`src/rtl/dlt_pkg.sv`:
```
package dlt_pkg;

   localparam int DLT_DATA_W = 16;

   localparam int B_EN   = 15;
   localparam int B_STRB = 14;
   localparam int B_INT  = 13;
   localparam int B_RIU  = 12;
   localparam int B_MC   = 5;
   localparam int B_RTG  = 4;
   localparam int B_EXT  = 3;
   localparam int B_PRE  = 2;
   localparam int B_ALT  = 1;
   localparam int B_CONT = 0;

   typedef enum logic [1:0] {
      A_CTL  = 2'd0,
      A_CNT  = 2'd1,
      A_LIMA = 2'd2,
      A_LIMB = 2'd3
   } dlt_addr_e;

   typedef struct packed {
      logic en;
      logic int_en;
      logic riu;
      logic mc;
      logic rtg;
      logic ext;
      logic pre;
      logic alt;
      logic cont;
   } dlt_ctl_t;

   function automatic logic [DLT_DATA_W-1:0] pack_ctl(input dlt_ctl_t c);
      logic [DLT_DATA_W-1:0] w;
      w         = '0;
      w[B_EN]   = c.en;
      w[B_INT]  = c.int_en;
      w[B_RIU]  = c.riu;
      w[B_MC]   = c.mc;
      w[B_RTG]  = c.rtg;
      w[B_EXT]  = c.ext;
      w[B_PRE]  = c.pre;
      w[B_ALT]  = c.alt;
      w[B_CONT] = c.cont;
      return w;
   endfunction

endpackage

```
`src/rtl/dlt_slot_gen.sv`:
```
module dlt_slot_gen #(
   parameter int DIV = 4
) (
   input  logic clk,
   input  logic rst_n,
   output logic slot
);
   localparam int PH_W = (DIV > 2) ? $clog2(DIV) : 1;

   generate
      if (DIV == 2) begin : g_toggle
         logic ph;
         always_ff @(posedge clk or negedge rst_n) begin
            if (!rst_n) ph <= 1'b0;
            else        ph <= ~ph;
         end
         assign slot = ph;
      end else begin : g_count
         logic [PH_W-1:0] ph;
         always_ff @(posedge clk or negedge rst_n) begin
            if (!rst_n) ph <= '0;
            else        ph <= ph + 1'b1;
         end
         assign slot = (ph == PH_W'(DIV - 1));
      end
   endgenerate
endmodule

```
`src/rtl/dlt_sync_edge.sv`:
```
module dlt_sync_edge #(
   parameter int STAGES = 2
) (
   input  logic clk,
   input  logic rst_n,
   input  logic pin,
   input  logic consume,
   output logic level,
   output logic edge_evt
);
   logic [STAGES-1:0] chain;
   logic              prev;
   logic              pend;
   logic              edge_now;

   generate
      if (STAGES == 1) begin : g_one
         always_ff @(posedge clk or negedge rst_n) begin
            if (!rst_n) chain <= '0;
            else        chain <= pin;
         end
      end else begin : g_many
         always_ff @(posedge clk or negedge rst_n) begin
            if (!rst_n) chain <= '0;
            else        chain <= {chain[STAGES-2:0], pin};
         end
      end
   endgenerate

   assign level    = chain[STAGES-1];
   assign edge_now = level & ~prev;

   always_ff @(posedge clk or negedge rst_n) begin
      if (!rst_n) begin
         prev <= 1'b0;
         pend <= 1'b0;
      end else begin
         prev <= level;
         if (consume)       pend <= 1'b0;
         else if (edge_now) pend <= 1'b1;
      end
   end

   assign edge_evt = pend | edge_now;
endmodule

```
`src/rtl/dlt_bus_if.sv`:
```
module dlt_bus_if
   import dlt_pkg::*;
(
   input  logic       clk,
   input  logic       rst_n,
   input  logic       bus_sel,
   input  logic       bus_wr,
   input  logic [1:0] bus_addr,
   output logic       bus_ready,
   output logic       wr_ctl,
   output logic       wr_cnt,
   output logic       wr_lima,
   output logic       wr_limb
);
   logic       wait_done;
   logic       commit;
   dlt_addr_e  sel_reg;

   always_ff @(posedge clk or negedge rst_n) begin
      if (!rst_n)         wait_done <= 1'b0;
      else if (wait_done) wait_done <= 1'b0;
      else                wait_done <= bus_sel;
   end

   assign bus_ready = wait_done & bus_sel;
   assign commit    = bus_ready & bus_wr;
   assign sel_reg   = dlt_addr_e'(bus_addr);

   assign wr_ctl  = commit && (sel_reg == A_CTL);
   assign wr_cnt  = commit && (sel_reg == A_CNT);
   assign wr_lima = commit && (sel_reg == A_LIMA);
   assign wr_limb = commit && (sel_reg == A_LIMB);
endmodule

```
`src/rtl/dlt_core.sv`:
```
module dlt_core
   import dlt_pkg::*;
#(
   parameter int CNT_W  = 16,
   parameter int DATA_W = 16
) (
   input  logic              clk,
   input  logic              rst_n,
   input  logic              slot,
   input  logic              evt_edge,
   input  logic              evt_level,
   input  logic              wr_ctl,
   input  logic              wr_cnt,
   input  logic              wr_lima,
   input  logic              wr_limb,
   input  logic [DATA_W-1:0] wdata,
   output logic [CNT_W-1:0]  count,
   output logic [CNT_W-1:0]  lim_a,
   output logic [CNT_W-1:0]  lim_b,
   output dlt_ctl_t          ctl,
   output logic              tc_q,
   output logic              irq_q
);
   logic [CNT_W-1:0] lim_act;
   logic [CNT_W-1:0] cnt_inc;
   logic [CNT_W-1:0] cnt_nxt;
   logic             restart;
   logic             step;
   logic             hit;
   logic             en_wr;
   dlt_ctl_t         ctl_nxt;

   assign lim_act = (ctl.alt && ctl.riu) ? lim_b : lim_a;
   assign restart = slot && ctl.en && !ctl.ext && ctl.rtg && evt_edge;
   assign step    = slot && ctl.en && !restart &&
                    (ctl.ext ? evt_edge : (ctl.rtg | evt_level));
   assign cnt_inc = count + 1'b1;
   assign hit     = step && (cnt_inc == lim_act);
   assign en_wr   = wr_ctl && wdata[B_STRB];

   always_comb begin
      if (wr_cnt)                cnt_nxt = wdata[CNT_W-1:0];
      else if (restart || hit)   cnt_nxt = '0;
      else if (step)             cnt_nxt = cnt_inc;
      else                       cnt_nxt = count;
   end

   always_comb begin
      ctl_nxt = ctl;
      if (wr_ctl) begin
         ctl_nxt.int_en = wdata[B_INT];
         ctl_nxt.rtg    = wdata[B_RTG];
         ctl_nxt.ext    = wdata[B_EXT];
         ctl_nxt.pre    = wdata[B_PRE];
         ctl_nxt.alt    = wdata[B_ALT];
         ctl_nxt.cont   = wdata[B_CONT];
         ctl_nxt.mc     = ctl.mc & wdata[B_MC];
         if (en_wr) ctl_nxt.en = wdata[B_EN];
      end
      if (hit) begin
         ctl_nxt.mc  = 1'b1;
         ctl_nxt.riu = ctl.alt ? ~ctl.riu : 1'b0;
         if (!ctl.cont && !en_wr) ctl_nxt.en = 1'b0;
      end
   end

   always_ff @(posedge clk or negedge rst_n) begin
      if (!rst_n) begin
         count <= '0;
         lim_a <= '0;
         lim_b <= '0;
         ctl   <= '0;
         tc_q  <= 1'b0;
         irq_q <= 1'b0;
      end else begin
         count <= cnt_nxt;
         if (wr_lima) lim_a <= wdata[CNT_W-1:0];
         if (wr_limb) lim_b <= wdata[CNT_W-1:0];
         ctl   <= ctl_nxt;
         tc_q  <= hit;
         irq_q <= hit && ctl.int_en;
      end
   end
endmodule

```
`src/rtl/dual_limit_timer.sv`:
```
module dual_limit_timer
   import dlt_pkg::*;
#(
   parameter int CNT_W       = 16,
   parameter int SERVICE_DIV = 4,
   parameter int SYNC_STAGES = 2
) (
   input  logic        clk,
   input  logic        rst_n,
   input  logic        bus_sel,
   input  logic        bus_wr,
   input  logic [1:0]  bus_addr,
   input  logic [15:0] bus_wdata,
   output logic [15:0] bus_rdata,
   output logic        bus_ready,
   input  logic        tmr_in,
   output logic        tmr_out,
   output logic        irq_req
);
   localparam int DATA_W = DLT_DATA_W;

   generate
      if (CNT_W < 4 || CNT_W > DATA_W) begin : g_bad_cnt_w
         $error("CNT_W must lie in 4..16");
      end
      if (SERVICE_DIV < 2 || (SERVICE_DIV & (SERVICE_DIV - 1)) != 0) begin : g_bad_div
         $error("SERVICE_DIV must be a power of two, at least 2");
      end
      if (SYNC_STAGES < 1 || SYNC_STAGES > 4) begin : g_bad_sync
         $error("SYNC_STAGES must lie in 1..4");
      end
   endgenerate

   logic             slot;
   logic             evt_edge;
   logic             evt_level;
   logic             wr_ctl, wr_cnt, wr_lima, wr_limb;
   logic [CNT_W-1:0] count, lim_a, lim_b;
   dlt_ctl_t         ctl;
   logic             tc_q;
   logic             irq_q;

   dlt_slot_gen #(.DIV(SERVICE_DIV)) u_slot (
      .clk  (clk),
      .rst_n(rst_n),
      .slot (slot)
   );

   dlt_sync_edge #(.STAGES(SYNC_STAGES)) u_sync (
      .clk     (clk),
      .rst_n   (rst_n),
      .pin     (tmr_in),
      .consume (slot),
      .level   (evt_level),
      .edge_evt(evt_edge)
   );

   dlt_bus_if u_bus (
      .clk      (clk),
      .rst_n    (rst_n),
      .bus_sel  (bus_sel),
      .bus_wr   (bus_wr),
      .bus_addr (bus_addr),
      .bus_ready(bus_ready),
      .wr_ctl   (wr_ctl),
      .wr_cnt   (wr_cnt),
      .wr_lima  (wr_lima),
      .wr_limb  (wr_limb)
   );

   dlt_core #(.CNT_W(CNT_W), .DATA_W(DATA_W)) u_core (
      .clk      (clk),
      .rst_n    (rst_n),
      .slot     (slot),
      .evt_edge (evt_edge),
      .evt_level(evt_level),
      .wr_ctl   (wr_ctl),
      .wr_cnt   (wr_cnt),
      .wr_lima  (wr_lima),
      .wr_limb  (wr_limb),
      .wdata    (bus_wdata),
      .count    (count),
      .lim_a    (lim_a),
      .lim_b    (lim_b),
      .ctl      (ctl),
      .tc_q     (tc_q),
      .irq_q    (irq_q)
   );

   always_comb begin
      bus_rdata = '0;
      if (bus_ready && !bus_wr) begin
         case (dlt_addr_e'(bus_addr))
            A_CTL:   bus_rdata = pack_ctl(ctl);
            A_CNT:   bus_rdata = DATA_W'(count);
            A_LIMA:  bus_rdata = DATA_W'(lim_a);
            default: bus_rdata = DATA_W'(lim_b);
         endcase
      end
   end

   assign tmr_out = ctl.alt ? ~ctl.riu : ~tc_q;
   assign irq_req = irq_q;

endmodule

```
`config.mk`:
```
export PLATFORM = sky130hd
export DESIGN_NAME = dual_limit_timer
export DESIGN_NICKNAME = d
export VERILOG_FILES = /design/src/rtl/dlt_pkg.sv /design/src/rtl/dlt_slot_gen.sv /design/src/rtl/dlt_sync_edge.sv /design/src/rtl/dlt_bus_if.sv /design/src/rtl/dlt_core.sv /design/src/rtl/dual_limit_timer.sv
export SDC_FILE = /design/constraint.sdc
export NUM_CORES = 1
export LEC_CHECK = 0
export ABC_AREA = 1
export BUFFER_PORTS_ARGS = -buffer_cell sky130_fd_sc_hd__buf_4
export CAP_MARGIN = 20
export CORE_AREA = 2 2 100 102
export DETAILED_ROUTE_END_ITERATION = 7
export DIE_AREA = 0 0 102 104
export GPL_ROUTABILITY_DRIVEN = 0
export GPL_TIMING_DRIVEN = 0
export PLACE_DENSITY_LB_ADDON = 0.12
export SYNTH_ARGS = -nofsm -noshare
export SYNTH_HDL_FRONTEND = slang
export SYNTH_SLANG_ARGS = --single-unit
```
`constraint.sdc`:
```
create_clock -name clk -period 2.8 [get_ports clk]
set_input_delay 0.28 -clock clk [delete_from_list [all_inputs] [get_ports clk]]
set_output_delay 0.28 -clock clk [all_outputs]
set_load 0.005 [all_outputs]
```
* Yosys cells after proc, flatten, opt, wreduce, memory -nomap -nowiden
Index checks and enable logic that the tools add are counted.
Cells by class: $add $sub $neg 2, multiply operators 0, div/mod/pow operators 0, $lt $le $gt $ge 0, eq/ne operators 5, shifts and indexed selects 0, mux-type cells 18, bitwise logic cells 9, reduce and logical (&&, ||, !) cells 26
Operators with widths (number):
- 2-to-1 mux 16 bit | 5
- one-hot mux 16 bit (3 select lines) | 1
- adder 16 x 1 -> 16 bit (second input constant) | 1
- equality test 16 bit | 1
- logical AND 1 bit | 16
- 2-to-1 mux 1 bit | 10
- equality test 2 bit (second input constant) | 3
- 2-to-1 mux 6 bit | 1
- logical NOT 1 bit | 5
- AND 1 bit | 4
- nonzero test 2 bit | 2
- NOT 1 bit | 3
- nonzero test 3 bit | 1
- adder 2 x 1 -> 2 bit (second input constant) | 1
- equality test 2 x 1 -> 1 bit (second input constant) | 1
- logical NOT 2 bit | 1
- 2-to-1 mux 2 bit | 1
- OR 1 bit | 2
- logical OR 1 bit | 1
Storage, ports and cells: register bits 66, latch bits 0, bits in writable memories 0, ROM bits 0, input port bits 23, logic and storage cells 79, memories 0

* Longest topological paths before layout
Gate-level depths: netlist of run 1.
depth after elaboration 12, depth in mapped cells 17

* Cells and area by module
From an unflattened synthesis of run 1, not the netlist that was laid out.
Second synthesis, totals: cells, all modules 669, area, all modules 4702.0 um^2
Modules (own cells, without submodules):
- dlt_core | times used 1, cells each 510, area each 3749.8 um^2
- dual_limit_timer | times used 1, cells each 130, area each 671.9 um^2
- dlt_sync_edge | times used 1, cells each 9, area each 126.4 um^2
- dlt_bus_if | times used 1, cells each 16, area each 87.6 um^2
- dlt_slot_gen | times used 1, cells each 4, area each 66.3 um^2

* Worst setup path before layout of run 1
No wires, ideal clock.
path type register -> register, start point reg u_core.count[0], end point reg, netlist name u_core.ctl[8], data arrival time 1823 ps, data required time 2681 ps, slack 858 ps, stages on the path, launching flop included 16, cells stage by stage dfrtp_1 -> ha_1 -> nand3_2 -> inv_2 -> nand2_1 -> clkinv_1 -> nand2_1 -> nand2_1 -> nand2_1 -> nand2_1 -> nor2_1 -> nand2_1 -> nor2_2 -> nand2_4 -> buf_6 -> o21a_1
RTL lines:
- start, declared | line dlt_core.sv:17 | output logic [CNT_W-1:0] count,
- start signal, assigned | line dlt_core.sv:76 | count <= cnt_nxt;

==> metrics.md, run 1 <==
| Metric | Value |
|---|---|
| Outcome | `finished, final reports clean` |
| Largest stage delay, worst path | `0.46 ns` |
| Post_cts resized | `0` |
| Static Leakage | `2.60 nW` |
| DRC | `0` |
| CP max FO | `10` |
| DIE AREA | `10600 um^2` |
| GRT Total Usage | `0.254` |
| Cells along the critical path | `ha_1, nand2_1, inv_1, nor2_1, inv_1, nand2_1, nand2_1, nor2_1, nand2_1, nor2_1, nand2_1, nor2_2, nand2_4, buf_6, o21a_1` |
| Pwr Density | `796 nW/um^2` |
| Final min period | `2.37 ns` |
| Port bufs | `40` |
| WL/cell | `16.0 um` |
| Peak supply drop | `463 uV` |
| Final setup fails | `0` |
| Setup tns final | `0 ns` |
| Slew headroom | `0.434` |
| Worst Setup Start Kind | `flip-flop` |
| Grt ovf | `0` |
| Ports | `42` |
| Post-Synthesis Cells | `621` |
| CP arrival | `2.62 ns` |
| RSZ-0062 raised after global routing | `false` |
| Seq/Total Area, Yosys | `0.396` |
| Area Growth Syn to Fin | `17.0%` |
| Initial core utilization | `0.437` |
| Hold Crit Class | `in -> async` |
| CTS H-tree depth | `3` |
| Cell variety after synth | `33` |
| Top cell by count, worst path | `nand2_1` |
| CTS max path bufs | `2` |
| Ys Warns | `0` |
| Max Cap Violations | `0` |
| Syn nets | `646` |
| Clk_lat worst skew | `0.35 ns` |
| Final Skew | `0.00548 ns` |
| Post-Synthesis Cell Area | `4170 um^2` |
| CTS Hold Bufs | `0` |
| Fin util | `0.511` |
| CP Class | `reg -> reg` |
| Vias in the first global route | `3897` |
| R2R cell count | `15` |
| CP max stage cell | `dfrtp_1` |
| Hold Fails Final Rpt | `0` |
| Final Power | `3.88 mW` |
| Worst hold slack | `0.0244 ns` |
| Largest net degree at the start of global routing | `67` |
| Core Region | `9550 um^2` |
| Filler instances | `1028` |
| Final period util | `0.848` |
| Post-route ant nets | `0` |
| Critical Path RT | `3.04 ns` |
| Worst slew pin tran | `0.849 ns` |
| Max frequency | `421 MHz` |
| Async SR Flop Fraction | `1.00` |
| Ys flop type | `dfrtp_1` |
| Ratio of cells with drive above 1 in the final layout | `0.123` |
| Crit path depth | `15` |
| Syn avg cell area | `6.72 um^2` |
| Initial antenna violation count | `0` |
| FP Rows | `36` |
| Post-DP HPWL | `10.0 mm` |
| Slew Limit Fails | `0` |
| Buffer and inverter count on the worst path | `3` |
| CP endpoint kind | `flip-flop` |
| Width of the die | `102 um` |
| Die height | `104 um` |
| Antenna Cells | `0` |
| Worst-path clk slew | `0.07 ns` |
| TritonRoute pass-1 iters | `5` |
| Setup bufs post-CTS | `0` |
| Synth Register Bits | `66` |
| Global-route wire length before repair | `20.6 mm` |
| CTS tree | `done` |
| DR iter-0 viols | `306` |
| Total CTS buffers | `9` |
| DR vias/cell | `5.31` |
| Root Buffer | `clkbuf_8` |
| EDFF count, synth | `0` |
| Clk sink count | `66` |
| Via Count | `4293` |
| Routed WL | `12.9 mm` |
| Final #Nets | `697` |
| Cell family with most CP delay | `simple AND/OR/NAND/NOR gates` |
==> layout by cell type (no fill, tap or decap), types with 3 or more instances in the layout <==
master	n
xor2_1	3
nor3_1	8
bufinv_16	3
nand3_1	43
nand4_1	9
clkbuf_8	10
o211ai_1	14
o22ai_1	6
inv_1	90
buf_4	40
a21oi_1	27
clkbuf_1	13
nand2_1	191
buf_2	6
o21ai_1	4
dfrtp_1	66
nor2_4	3
nor2_1	43
nor2_2	7
inv_2	5
o221ai_1	4
o21ai_0	60
==> logic make-up after synthesis <==
family,share of synthesized area
simple gates,0.321
compound gates,0.158
buf+inv,0.110
flops,0.396
xor+xnor,0.00840
fa+ha+maj,0.00600
==> synthesized netlist by cell type, drive strengths merged, types with 8 or more instances <==
| library cell | count | share of area |
|---|---|---|
| nand2 | 194 | 0.18 |
| inv | 95 | 0.086 |
| dfrtp | 66 | 0.40 |
| o21ai | 64 | 0.077 |
| nor2 | 53 | 0.057 |
| nand3 | 45 | 0.056 |
| a21oi | 27 | 0.032 |
| o211ai | 15 | 0.028 |
| clkbuf | 13 | 0.012 |
| nand4 | 9 | 0.014 |
| buf | 8 | 0.011 |
| nor3 | 8 | 0.0096 |
==> through the flow <==
stage	instance area (um^2)	worst slack, ns	cells
floorplan	4170	0.858	621
global placement	4640	0.547	794
detailed placement	4640	0.516	794
CTS	4880	0.468	809
global route	4880	0.288	809
finish	4880	0.426	809
==> flip-flops by register name, summed over array words and instances (netlist names), 2 cells and up <==
signal,flops
u_core.count,16
u_core.ctl,9
u_core.lim_a,16
u_core.lim_b,16
u_slot.g_count.ph,2
u_sync.chain,2
==> layer usage <==
metal	vias to the layer above	share of wire	GRT usage
met5	-	0	0
met4	0	0.014	0.0695
met3	18	0.081	0.0437
met2	174	0.45	0.363
met1	2007	0.46	0.394
li1	2094	-	-
==> power by group <==
| group | switching [mW] | leakage (nW) | internal (mW) |
|---|---|---|---|
| registers | 0.303 | 0.814 | 1.20 |
| logic | 0.910 | 1.67 | 0.480 |
| clock network | 0.380 | 0.118 | 0.609 |
| total | 1.59 | 2.60 | 2.29 |
==> layout make-up <==
class | instances | area (um^2) | area share
clock buffer | 10 | 138 | 0.0282
clock inverter | 5 | 103 | 0.0210
multi-input combinational | 437 | 2060 | 0.423
tap | 133 | 166 | 0.0341
timing repair buffer | 40 | 300 | 0.0616
buffer | 21 | 93.8 | 0.0192
sequential | 66 | 1650 | 0.339
inverter | 97 | 364 | 0.0747
==> path summary, 6_finish.rpt <==
kind | startpoint | to | slack [ns]
max | u_core.count[0] | u_core.ctl[8] | 0.43
min | rst_n | u_core.count[2] | 0.02
max reg2reg | u_core.count[0] | u_core.ctl[8] | 0.43
min reg2reg | u_sync.chain[0] | u_sync.chain[1] | 0.35
max in group asynchronous | rst_n | u_core.lim_a[12] | 2.21
min in group clk | tmr_in | u_sync.chain[0] | 0.03
Power figures use the tool's default switching activity.
==> run 2, diff against run 1 <==
==> constraint.sdc (replaced) <==
create_clock -name clk -period 2.06 [get_ports clk]
set_input_delay 0.206 -clock clk [delete_from_list [all_inputs] [get_ports clk]]
set_output_delay 0.206 -clock clk [all_outputs]
set_load 0.005 [all_outputs]
==> metrics.md, run 2 (same netlist as run 1, synthesis figures left out) <==
| Metric | Value |
|---|---|
| DIE AREA | `10600 um^2 (unchanged)` |
| Setup ws final | `-0.0130 ns (-0.439 ns)` |
| Peak supply drop | `625 uV (+35%)` |
| Post-route ant nets | `0 (unchanged)` |
| Final Skew | `0.00818 ns (+0.00269 ns)` |
| Switch Pwr | `2.39 mW (+50%)` |
| CTS tree | `done` |
| Root Buffer | `clkbuf_8` |
| Slew headroom | `0.433 (-0.000708)` |
| Total CTS buffers | `9 (unchanged)` |
| Failing checks | `negative setup slack` |
| Largest net degree at the start of global routing | `67 (unchanged)` |
| DR top layer | `met4` |
| Hold Fails Final Rpt | `0 (unchanged)` |
| CTS max path bufs | `2 (unchanged)` |
| Met2 wire length | `6.03 mm (+4.8%)` |
| Critical Path RT | `2.30 ns (-0.74 ns)` |
| Final min period | `2.07 ns (-0.301 ns)` |
| Clk sink count | `66 (unchanged)` |
| Ports | `42 (unchanged)` |
| Largest registers | `u_core.count: 16 flops, u_core.lim_a: 16 flops, u_core.lim_b: 16 flops` |
| Area Growth Syn to Fin | `27.0%` |
| Static Leakage | `2.75 nW (+5.7%)` |
| Combinational fraction of design power | `0.405 (+0.047)` |
| Max frequency | `482 MHz (+15%)` |
| Final Power | `5.73 mW (+48%)` |
| TritonRoute pass-1 iters | `5 (unchanged)` |
| Vias in the first global route | `3948 (+1.3%)` |
| Global-route wire length before repair | `20.9 mm (+1.5%)` |
| DR WL met3 | `1.09 mm (+4.4%)` |
| CP Class | `reg -> reg` |
| Setup slack, reg-to-reg | `-0.01 ns (-0.44 ns)` |
| Final setup fails | `3 (+3)` |
| Pint | `3.33 mW (+46%)` |
| Commonest non-fill, non-tap cell in the layout | `nand2_1` |
| Pwr Density | `1080 nW/um^2 (+36%)` |
| Die height | `104 um (unchanged)` |
| Largest stage delay, worst path | `0.43 ns (-0.03 ns)` |
| Slew Limit Fails | `0 (unchanged)` |
| Clock power share | `0.234 (-0.021)` |
| Placed cell count | `794 (unchanged)` |
| GRT Total Usage | `0.257 (+0.00320)` |
| WL/cell | `16.4 um (+2.5%)` |
| Top cell by count, worst path | `nand2_2` |
| CP max FO | `5 (-5)` |
| Width of the die | `102 um (unchanged)` |
| Core Region | `9550 um^2 (unchanged)` |
| Antenna Cells | `0 (unchanged)` |
| Final #Nets | `716 (+2.7%)` |
| Cells along the critical path | `buf_4, nand3_4, nor2_4, nand3_2, nand2_2, nand2_2, nand2_2, nand2_2, nor2_2, nand2_2, nor2_4, nand2_4, clkbuf_16, nand3_1, a21oi_1` |
| Port bufs | `40 (unchanged)` |
| RSZ-0062 raised after global routing | `true` |
| Post-DP HPWL | `10.0 mm (unchanged)` |
| CP endpoint kind | `flip-flop` |
| Routed WL | `13.5 mm (+4.9%)` |
| CTS H-tree depth | `3 (unchanged)` |
| Outcome | `complete, but fails checks` |
| DR vias/cell | `5.41 (+1.9%)` |
| Worst Setup Start Kind | `flip-flop` |
| DR iter-0 viols | `323 (+5.6%)` |
| DRC | `0 (unchanged)` |
| Initial core utilization | `0.437 (unchanged)` |
| CP max stage cell | `dfrtp_2` |
| Sw Ratio | `0.418 (+0.00740)` |
| Final period util | `1.01 (+0.158)` |
| Most frequent cells in the layout | `nand2_1 (177), inv_1 (89), dfrtp_1 (57)` |
| Final std cells w/o fill | `828 (+2.3%)` |
| Met1 wire length | `6.17 mm (+4.1%)` |
| Via Count | `4477 (+4.3%)` |
| Sequential power share | `0.361 (-0.026)` |
| Initial antenna violation count | `0 (unchanged)` |
| Hold Crit Class | `in -> reg` |
| Clk_lat worst skew | `0.35 ns (about the same)` |
| FP Rows | `36 (unchanged)` |
| Grt ovf | `0 (unchanged)` |
| Worst slew pin tran | `0.850 ns (+0.00106 ns)` |
| Worst-path clk slew | `0.08 ns (about the same)` |
| CP arrival | `2.31 ns (-0.31 ns)` |
| Max Cap Violations | `0 (unchanged)` |
| Ratio of cells with drive above 1 in the final layout | `0.223 (+0.100)` |
## run 2: cell types whose count changed in the layout (fill, tap and decap cells not counted), sizes merged
cell / change
nand2: +1
clkbuf: +1
dlygate4sd3: +2
buf: +15
## run 2: per-stage QoR
stage	hold WS (ns)	util	area, um^2	setup slack, ns	setup TNS, ns
4_1_cts	0.0605	0.529	5050	-0.00729	-0.0122
2_1_floorplan	-0.0896	-	4170	0.118	0
3_3_place_gp	0.316	0.486	4640	-0.193	-2.21
6_report	0.0724	0.555	5300	-0.0130	-0.0173
5_1_grt	0.0584	0.555	5300	-0.115	-1.76
3_5_place_dp	0.317	0.486	4640	-0.224	-2.89
## run 2: final timing paths
path,startpoint,cells after the start,endpoint
worst max-delay path,u_core.count[2],15,u_core.count[10]
worst min-delay path,bus_sel,3,u_bus.wait_done
worst max register to register,u_core.count[2],15,u_core.count[10]
worst min register to register,u_sync.chain[0],0,u_sync.chain[1]
max in group asynchronous,rst_n,2,u_core.count[10]
min in group asynchronous,rst_n,2,u_core.tc_q
## run 2: power groups by stage
| stage | registers [mW] | logic (mW) | clock network [mW] |
|---|---|---|---|
| detailed placement | 2.05 | 1.86 | 0 |
| CTS | 2.02 | 2.10 | 1.35 |
| finish | 2.07 | 2.32 | 1.34 |
| global route | 2.10 | 2.58 | 1.41 |
| global placement | 2.03 | 1.81 | 0 |
| floorplan | 1.90 | 1.42 | 0 |
## run 2: final cells by class
class,count,area (um^2)
buffer,21,118
clock buffer,10,138
clock inverter,5,103
fill,976,4250
inverter,97,372
multi-input combinational,438,2270
sequential,66,1660
tap,133,166
timing repair buffer,58,470
## run 2: per-layer routing
metal / up-vias / track usage
met3: 27 / 0.0470
met5: - / 0
met1: 2124 / 0.397
li1: 2130 / -
met2: 196 / 0.369
met4: 0 / 0.0667
## run 2: critical path, delay by kind of cell (launching register included)
kind | cells | cell delay (ns)
simple gates | 12 | 1.15
buf+inv | 2 | 0.32
flops | 1 | 0.43
compound gates | 1 | 0.07
## run 2: repair_timing
action | CTS | global route
gates cloned | 0 | 2
resized for setup | 25 | 58
endpoints found under the hold margin | 17 | 0
hold buffers | 2 | 0
setup buffers | 7 | 8
pin swaps | 4 | 20
endpoints found under the setup margin | 21 | 24
